`src/rtl/phs_pkg.sv`:
```
// Package: shared mode encoding and operation codes for the packed
// halfword add/subtract unit. Assumes 4-bit operation codes.
package phs_pkg;
    typedef enum logic [1:0] {
        MODE_ADD  = 2'd0,
        MODE_SUB  = 2'd1,
        MODE_XCH  = 2'd2,
        MODE_NONE = 2'd3
    } phs_mode_e;

    localparam logic [3:0] OPC_ADD = 4'b0001;
    localparam logic [3:0] OPC_SUB = 4'b0111;
    localparam logic [3:0] OPC_XCH = 4'b0011;
endpackage

```
`src/rtl/phs_decode.sv`:
```
// Decoder: turns the operation code into a lane mode and judges whether
// the request is legal. It assumes that FORBIDDEN_IDX is the one register
// index the unit refuses, whether used as a source or as the destination.
module phs_decode
    import phs_pkg::*;
#(
    parameter int IDX_W         = 4,
    parameter int FORBIDDEN_IDX = 15
) (
    input  logic [3:0]       op_code,
    input  logic [IDX_W-1:0] src_a_idx,
    input  logic [IDX_W-1:0] src_b_idx,
    input  logic [IDX_W-1:0] dst_idx,
    output phs_mode_e        mode,
    output logic             legal
);
    localparam logic [IDX_W-1:0] BAD_IDX = IDX_W'(FORBIDDEN_IDX);

    logic idx_bad;

    // Map the operation code to a mode; unknown codes map to MODE_NONE.
    always_comb begin
        unique case (op_code)
            OPC_ADD: mode = MODE_ADD;
            OPC_SUB: mode = MODE_SUB;
            OPC_XCH: mode = MODE_XCH;
            default: mode = MODE_NONE;
        endcase
    end

    // Legal only when the mode is known and no index is the forbidden one.
    always_comb begin
        idx_bad = (src_a_idx == BAD_IDX) || (src_b_idx == BAD_IDX) ||
                  (dst_idx == BAD_IDX);
        legal   = (mode != MODE_NONE) && !idx_bad;
    end
endmodule

```
`src/rtl/phs_lane.sv`:
```
// Lane: a single signed lane of width LANE_W. It widens both inputs by
// one sign bit and adds or subtracts them, so the result can never
// overflow. EVEN_LANE chooses this lane's role in the crossed mode: even
// lanes subtract the partner half, odd lanes add it.
module phs_lane
    import phs_pkg::*;
#(
    parameter int LANE_W    = 16,
    parameter bit EVEN_LANE = 1'b1
) (
    input  phs_mode_e          mode,
    input  logic [LANE_W-1:0]  a_half,
    input  logic [LANE_W-1:0]  b_same,
    input  logic [LANE_W-1:0]  b_cross,
    output logic [LANE_W:0]    lane_res
);
    logic [LANE_W-1:0] b_pick;
    logic              do_sub;
    logic [LANE_W:0]   a_x;
    logic [LANE_W:0]   b_x;

    // Pick the partner half and the operation for this lane.
    always_comb begin
        b_pick = (mode == MODE_XCH) ? b_cross : b_same;
        do_sub = (mode == MODE_SUB) || ((mode == MODE_XCH) && EVEN_LANE);
    end

    // Sign-extend by one bit and form the full-precision lane value.
    always_comb begin
        a_x      = {a_half[LANE_W-1], a_half};
        b_x      = {b_pick[LANE_W-1], b_pick};
        lane_res = do_sub ? (a_x - b_x) : (a_x + b_x);
    end
endmodule

```
`src/rtl/phsimd_unit.sv`:
```
// Top: packed signed halfword add/subtract/crossed unit with a
// registered output stage. It assumes LANES is even, because the crossed
// mode pairs lane 2k with lane 2k+1. Result and flags are held registers
// that change only on a committed request.
module phsimd_unit
    import phs_pkg::*;
#(
    parameter int LANE_W        = 16,
    parameter int LANES         = 2,
    parameter int IDX_W         = 4,
    parameter int FORBIDDEN_IDX = 15
) (
    input  logic                     clk,
    input  logic                     rst_n,
    input  logic                     in_valid,
    input  logic [3:0]               op_code,
    input  logic [IDX_W-1:0]         src_a_idx,
    input  logic [IDX_W-1:0]         src_b_idx,
    input  logic [IDX_W-1:0]         dst_idx,
    input  logic [LANE_W*LANES-1:0]  opnd_a,
    input  logic [LANE_W*LANES-1:0]  opnd_b,
    input  logic                     cond_en,
    output logic                     out_valid,
    output logic                     out_write,
    output logic [IDX_W-1:0]         out_dst,
    output logic [LANE_W*LANES-1:0]  result,
    output logic [2*LANES-1:0]       ge_flags,
    output logic                     illegal
);
    localparam int DATA_W = LANE_W * LANES;
    localparam int GE_W   = 2 * LANES;

    phs_mode_e         mode;
    logic              legal;
    logic [DATA_W-1:0] next_res;
    logic [GE_W-1:0]   next_ge;
    logic              commit;

    phs_decode #(
        .IDX_W         (IDX_W),
        .FORBIDDEN_IDX (FORBIDDEN_IDX)
    ) u_decode (
        .op_code   (op_code),
        .src_a_idx (src_a_idx),
        .src_b_idx (src_b_idx),
        .dst_idx   (dst_idx),
        .mode      (mode),
        .legal     (legal)
    );

    for (genvar l = 0; l < LANES; l++) begin : g_lane
        localparam int PART = l ^ 1;
        logic [LANE_W:0] lane_res;

        phs_lane #(
            .LANE_W    (LANE_W),
            .EVEN_LANE ((l % 2) == 0)
        ) u_lane (
            .mode     (mode),
            .a_half   (opnd_a[l*LANE_W +: LANE_W]),
            .b_same   (opnd_b[l*LANE_W +: LANE_W]),
            .b_cross  (opnd_b[PART*LANE_W +: LANE_W]),
            .lane_res (lane_res)
        );

        // Pack the truncated lane value and its duplicated sign flag pair.
        always_comb begin
            next_res[l*LANE_W +: LANE_W] = lane_res[LANE_W-1:0];
            next_ge[2*l +: 2]            = {2{~lane_res[LANE_W]}};
        end
    end

    // A request commits only when it is valid, legal and enabled.
    always_comb commit = in_valid && legal && cond_en;

    // Response strobe, status and destination index, one cycle late.
    always_ff @(posedge clk) begin
        if (!rst_n) begin
            out_valid <= 1'b0;
            out_write <= 1'b0;
            illegal   <= 1'b0;
            out_dst   <= '0;
        end else begin
            out_valid <= in_valid;
            out_write <= commit;
            illegal   <= in_valid && !legal;
            if (in_valid) out_dst <= dst_idx;
        end
    end

    // Held result and flags, updated only on commit.
    always_ff @(posedge clk) begin
        if (!rst_n) begin
            result   <= '0;
            ge_flags <= '0;
        end else if (commit) begin
            result   <= next_res;
            ge_flags <= next_ge;
        end
    end
endmodule

```
`config.mk`:
```
export PLATFORM = sky130hd
export DESIGN_NAME = phsimd_unit
export DESIGN_NICKNAME = d
export VERILOG_FILES = /design/src/rtl/phs_pkg.sv /design/src/rtl/phs_decode.sv /design/src/rtl/phs_lane.sv /design/src/rtl/phsimd_unit.sv
export SDC_FILE = /design/constraint.sdc
export NUM_CORES = 1
export LEC_CHECK = 0
export BUFFER_PORTS_ARGS = -buffer_cell sky130_fd_sc_hd__buf_2
export CORE_UTILIZATION = 59
export DETAILED_ROUTE_END_ITERATION = 16
export PLACE_DENSITY = 0.95
export SYNTH_ARGS = -nofsm -noshare
export SYNTH_HDL_FRONTEND = slang
export SYNTH_HIERARCHICAL = 1
export SYNTH_SLANG_ARGS = --single-unit
export TNS_END_PERCENT = 30
```
`constraint.sdc`:
```
create_clock -name clk -period 10.1 [get_ports clk]
set_clock_uncertainty 0.05 [all_clocks]
set_input_delay 2.02 -clock clk [delete_from_list [all_inputs] [get_ports clk]]
set_output_delay 2.02 -clock clk [all_outputs]
set_load 0.05 [all_outputs]
```
==> metrics.yaml <==
insertedDiodeCount: 0
power.density_cell_area_nw_per_um2: 115
synth-async-reset-ratio: 0
htreeDepth: 2
grt_setup_unrepaired: "false"
final.setup.tns_ns: 0
endpoint_kind: "flip-flop"
fin_cells: 833
die_height_um: 93.3
run_status: "finished clean"
timing.final.max_slew_violations: 0
globalRoute.totalOverflow: 0
numCtsBuffers: 5
post_synth_fa_ha_maj_area_fraction: 0.107
synth_flop_cell: "dfxtp_1"
placementRows: 32
die_area_um2: 8700
root_buffer: "clkbuf_8"
period_minus_slack_ns: 6.44
area.growth.synth_to_final_pct: 13.6
power.ir.vdd_worst_mv: 0.0835
crit_type: "in -> reg"
worst-endpoint-arrival_ns: 6.58
relSlewSlack: 0.249
viasPerCell: 6.24
setup.worst_path.start_class: "input port"
critical_path_slowest_stage_cell: "a2111oi_0"
ys_warn_count: 6
avgRoutedWirePerCell_um: 16.2
final-setup-viol-count: 0
crit_path_cell_trace: "buf_2 -> nand2b_4 -> or2_1 -> buf_4 -> inv_1 -> ha_1 -> buf_4 -> mux2i_1 -> o21ai_0 -> o21a_1 -> a21oi_1 -> xnor2_1 -> ha_1 -> a2111oi_0 -> o21ai_1 -> a221oi_2 -> o21ai_0 -> a31oi_1 -> xor2_1 -> nand4_1 -> o211a_1"
initial_cell_density_of_the_core: 0.623
clkLatencyLatePin_ns: 0.30
max_freq_ghz: 0.155
cts_repair_resize_count: 0
route.antenna.remaining_nets: 0
synth_cells: 625
dr.first_iter.drc_count: 483
finalCoreUtilization: 0.708
post_route_cells_drive_above_1_share: 0.215
clock_tree_from_tritoncts: "built"
synth_seq_area_share: 0.167
largest_incremental_delay_on_the_critical_path_ns: 0.49
worst_ep_required_time_ns: 10.25
min-delay-path-class: "reg -> reg"
synth_top_family_by_area: "simple AND/OR/NAND/NOR gates"
hold_violations: 0
ys_seq_elements: 41
dpl.hpwl_um: 10600
core_um2: 7890
via_count_of_the_first_global_routing_pass: 4676
place_inst: 825
port_buffers: 126
drt_pre_antenna_iters: 5
holdBufCountCts: 0
clk_path_buf_depth: 2
synthesis.area_um2: 4920
grt_first_pass_wirelength_um: 21400
io-pin-count: 127
synth_cell_type_count: 70
cts.reportedPaths.clkPinSlew_ns: 0.09
detailroute.via_count: 5196
grt_use_total: 0.306
layout.nets: 851
synthesis.nets: 746
postSynthAreaPerCell_um2: 7.87
synth_xor_xnor_area_share: 0.0855
synth_compound_area_frac: 0.207
route.detailed.drc: 0
fill_cells: 622
gp_congestion: 0.905
route.final.wire_length_um: 13500
die_width_um: 93.3
leakagePower_nw: 2.51
yosys.area_share.simple: 0.222
worst_slew_pin_slew_ns: 1.13
critical_path.max_fanout: 38
cap_violations: 0
post_synth_mux_area_share: 0.149
post_cts_buffers: 0
grt_antenna_before_repair: 0
period_share: 0.637
grt_start_max_net_pins: 72
synth_edf_count: 0
clock_sinks: 41
## layout by cell type (no fill, tap or decap), types with 8 or more instances in the layout
| cell | instances |
|---|---|
| buf_2 | 126 |
| nand2_1 | 88 |
| mux2i_1 | 72 |
| a21oi_1 | 55 |
| dfxtp_1 | 41 |
| nor2_1 | 39 |
| ha_1 | 35 |
| xnor2_1 | 32 |
| o21ai_0 | 27 |
| nor3_1 | 19 |
| inv_1 | 17 |
| xor2_1 | 16 |
| nand4_1 | 11 |
| nand2b_1 | 11 |
| a21o_1 | 11 |
| nor2b_1 | 9 |
| a211oi_1 | 9 |
| o21bai_1 | 8 |
## registers in the layout, indices dropped and copies added, names as in the netlist
| name | flops |
|---|---|
| result | 32 |
| ge_flags | 2 |
| out_dst | 4 |
| out_valid | 1 |
| out_write | 1 |
| illegal | 1 |
## layer usage
| metal | share of wire | track usage | wire length, um |
|---|---|---|---|
| met5 | 0 | 0 | 0 |
| met4 | 0.025 | 0.110 | 336 |
| met3 | 0.093 | 0.0398 | 1260 |
| met2 | 0.47 | 0.521 | 6280 |
| met1 | 0.42 | 0.393 | 5610 |
## critical path, delay by kind of cell
family,cells,cell delay (ns)
compound gates,9,2.22
mux,1,0.33
simple gates,3,0.43
xor+xnor,2,0.28
fa+ha+maj,2,0.50
buf+inv,4,0.80
## cells by family after synthesis
| kind of cell | Yosys count |
|---|---|
| mux | 73 |
| flops | 41 |
| compound gates | 156 |
| xor+xnor | 48 |
| buf+inv | 49 |
| fa+ha+maj | 42 |
| simple gates | 216 |
## path summary, 6_finish.rpt
kind / from / slack [ns] / cells after the start / end
worst max-delay path: op_code[3] / 3.66 / 21 / ge_flags[1]$_SDFFE_PN0P_
worst min-delay path: result[30]$_SDFFE_PN0P_ / 0.41 / 2 / result[30]$_SDFFE_PN0P_
worst max register to register: ge_flags[1]$_SDFFE_PN0P_ / 9.38 / 1 / ge_flags[1]$_SDFFE_PN0P_
worst min register to register: result[30]$_SDFFE_PN0P_ / 0.41 / 2 / result[30]$_SDFFE_PN0P_
## where the power goes
| part | switching [W] | internal [W] | total, W |
|---|---|---|---|
| sequential | 0.00000244 | 0.000167 | 0.000169 |
| clock | 0.0000623 | 0.0000804 | 0.000143 |
| combinational | 0.000197 | 0.000132 | 0.000329 |
| total | 0.000262 | 0.000379 | 0.000641 |
## per-stage QoR
step                cell area (um^2)  hold slack, ns  setup WS (ns)  power [W]
floorplan                       4920           0.619           3.88   0.000417
global placement                5460           0.389           3.57   0.000482
detailed placement              5460           0.396           3.43   0.000494
CTS                             5580           0.409           3.71   0.000636
global route                    5580           0.425           3.33   0.000681
finish                          5580           0.406           3.66   0.000641
## synth_stat cells, drive strengths merged (4+ instances only)
| cell | count | area [um^2] |
|---|---|---|
| a211oi | 9 | 67.6 |
| a21o | 11 | 82.6 |
| a21oi | 56 | 284 |
| buf | 22 | 184 |
| clkbuf | 6 | 22.5 |
| dfxtp | 41 | 821 |
| dlygate4sd1 | 4 | 35.0 |
| ha | 35 | 438 |
| inv | 17 | 63.8 |
| maj3 | 5 | 50.1 |
| mux2i | 72 | 721 |
| nand2 | 88 | 330 |
| nand2b | 12 | 82.6 |
| nand3 | 6 | 30.0 |
| nand4 | 11 | 68.8 |
| nor2 | 39 | 146 |
| nor2b | 9 | 56.3 |
| nor3 | 21 | 121 |
| nor3b | 6 | 45.0 |
| o21a | 4 | 30.0 |
| o21ai | 32 | 160 |
| o21bai | 8 | 60.1 |
| o311ai | 4 | 35.0 |
| o31ai | 6 | 45.0 |
| or3 | 7 | 53.8 |
| xnor2 | 32 | 280 |
| xor2 | 16 | 140 |
## cell type report
| type | count | area, um^2 | share of cell area |
|---|---|---|---|
| Multi-Input combinational cell | 535 | 3790 | 0.679 |
| Sequential cell | 41 | 821 | 0.147 |
| Timing Repair Buffer | 130 | 661 | 0.118 |
| Tap cell | 102 | 128 | 0.0229 |
| Clock buffer | 6 | 82.6 | 0.0148 |
| Inverter | 17 | 63.8 | 0.0114 |
| Clock inverter | 2 | 37.5 | 0.00672 |
Note: power is estimated with default switching activity, not from simulation.
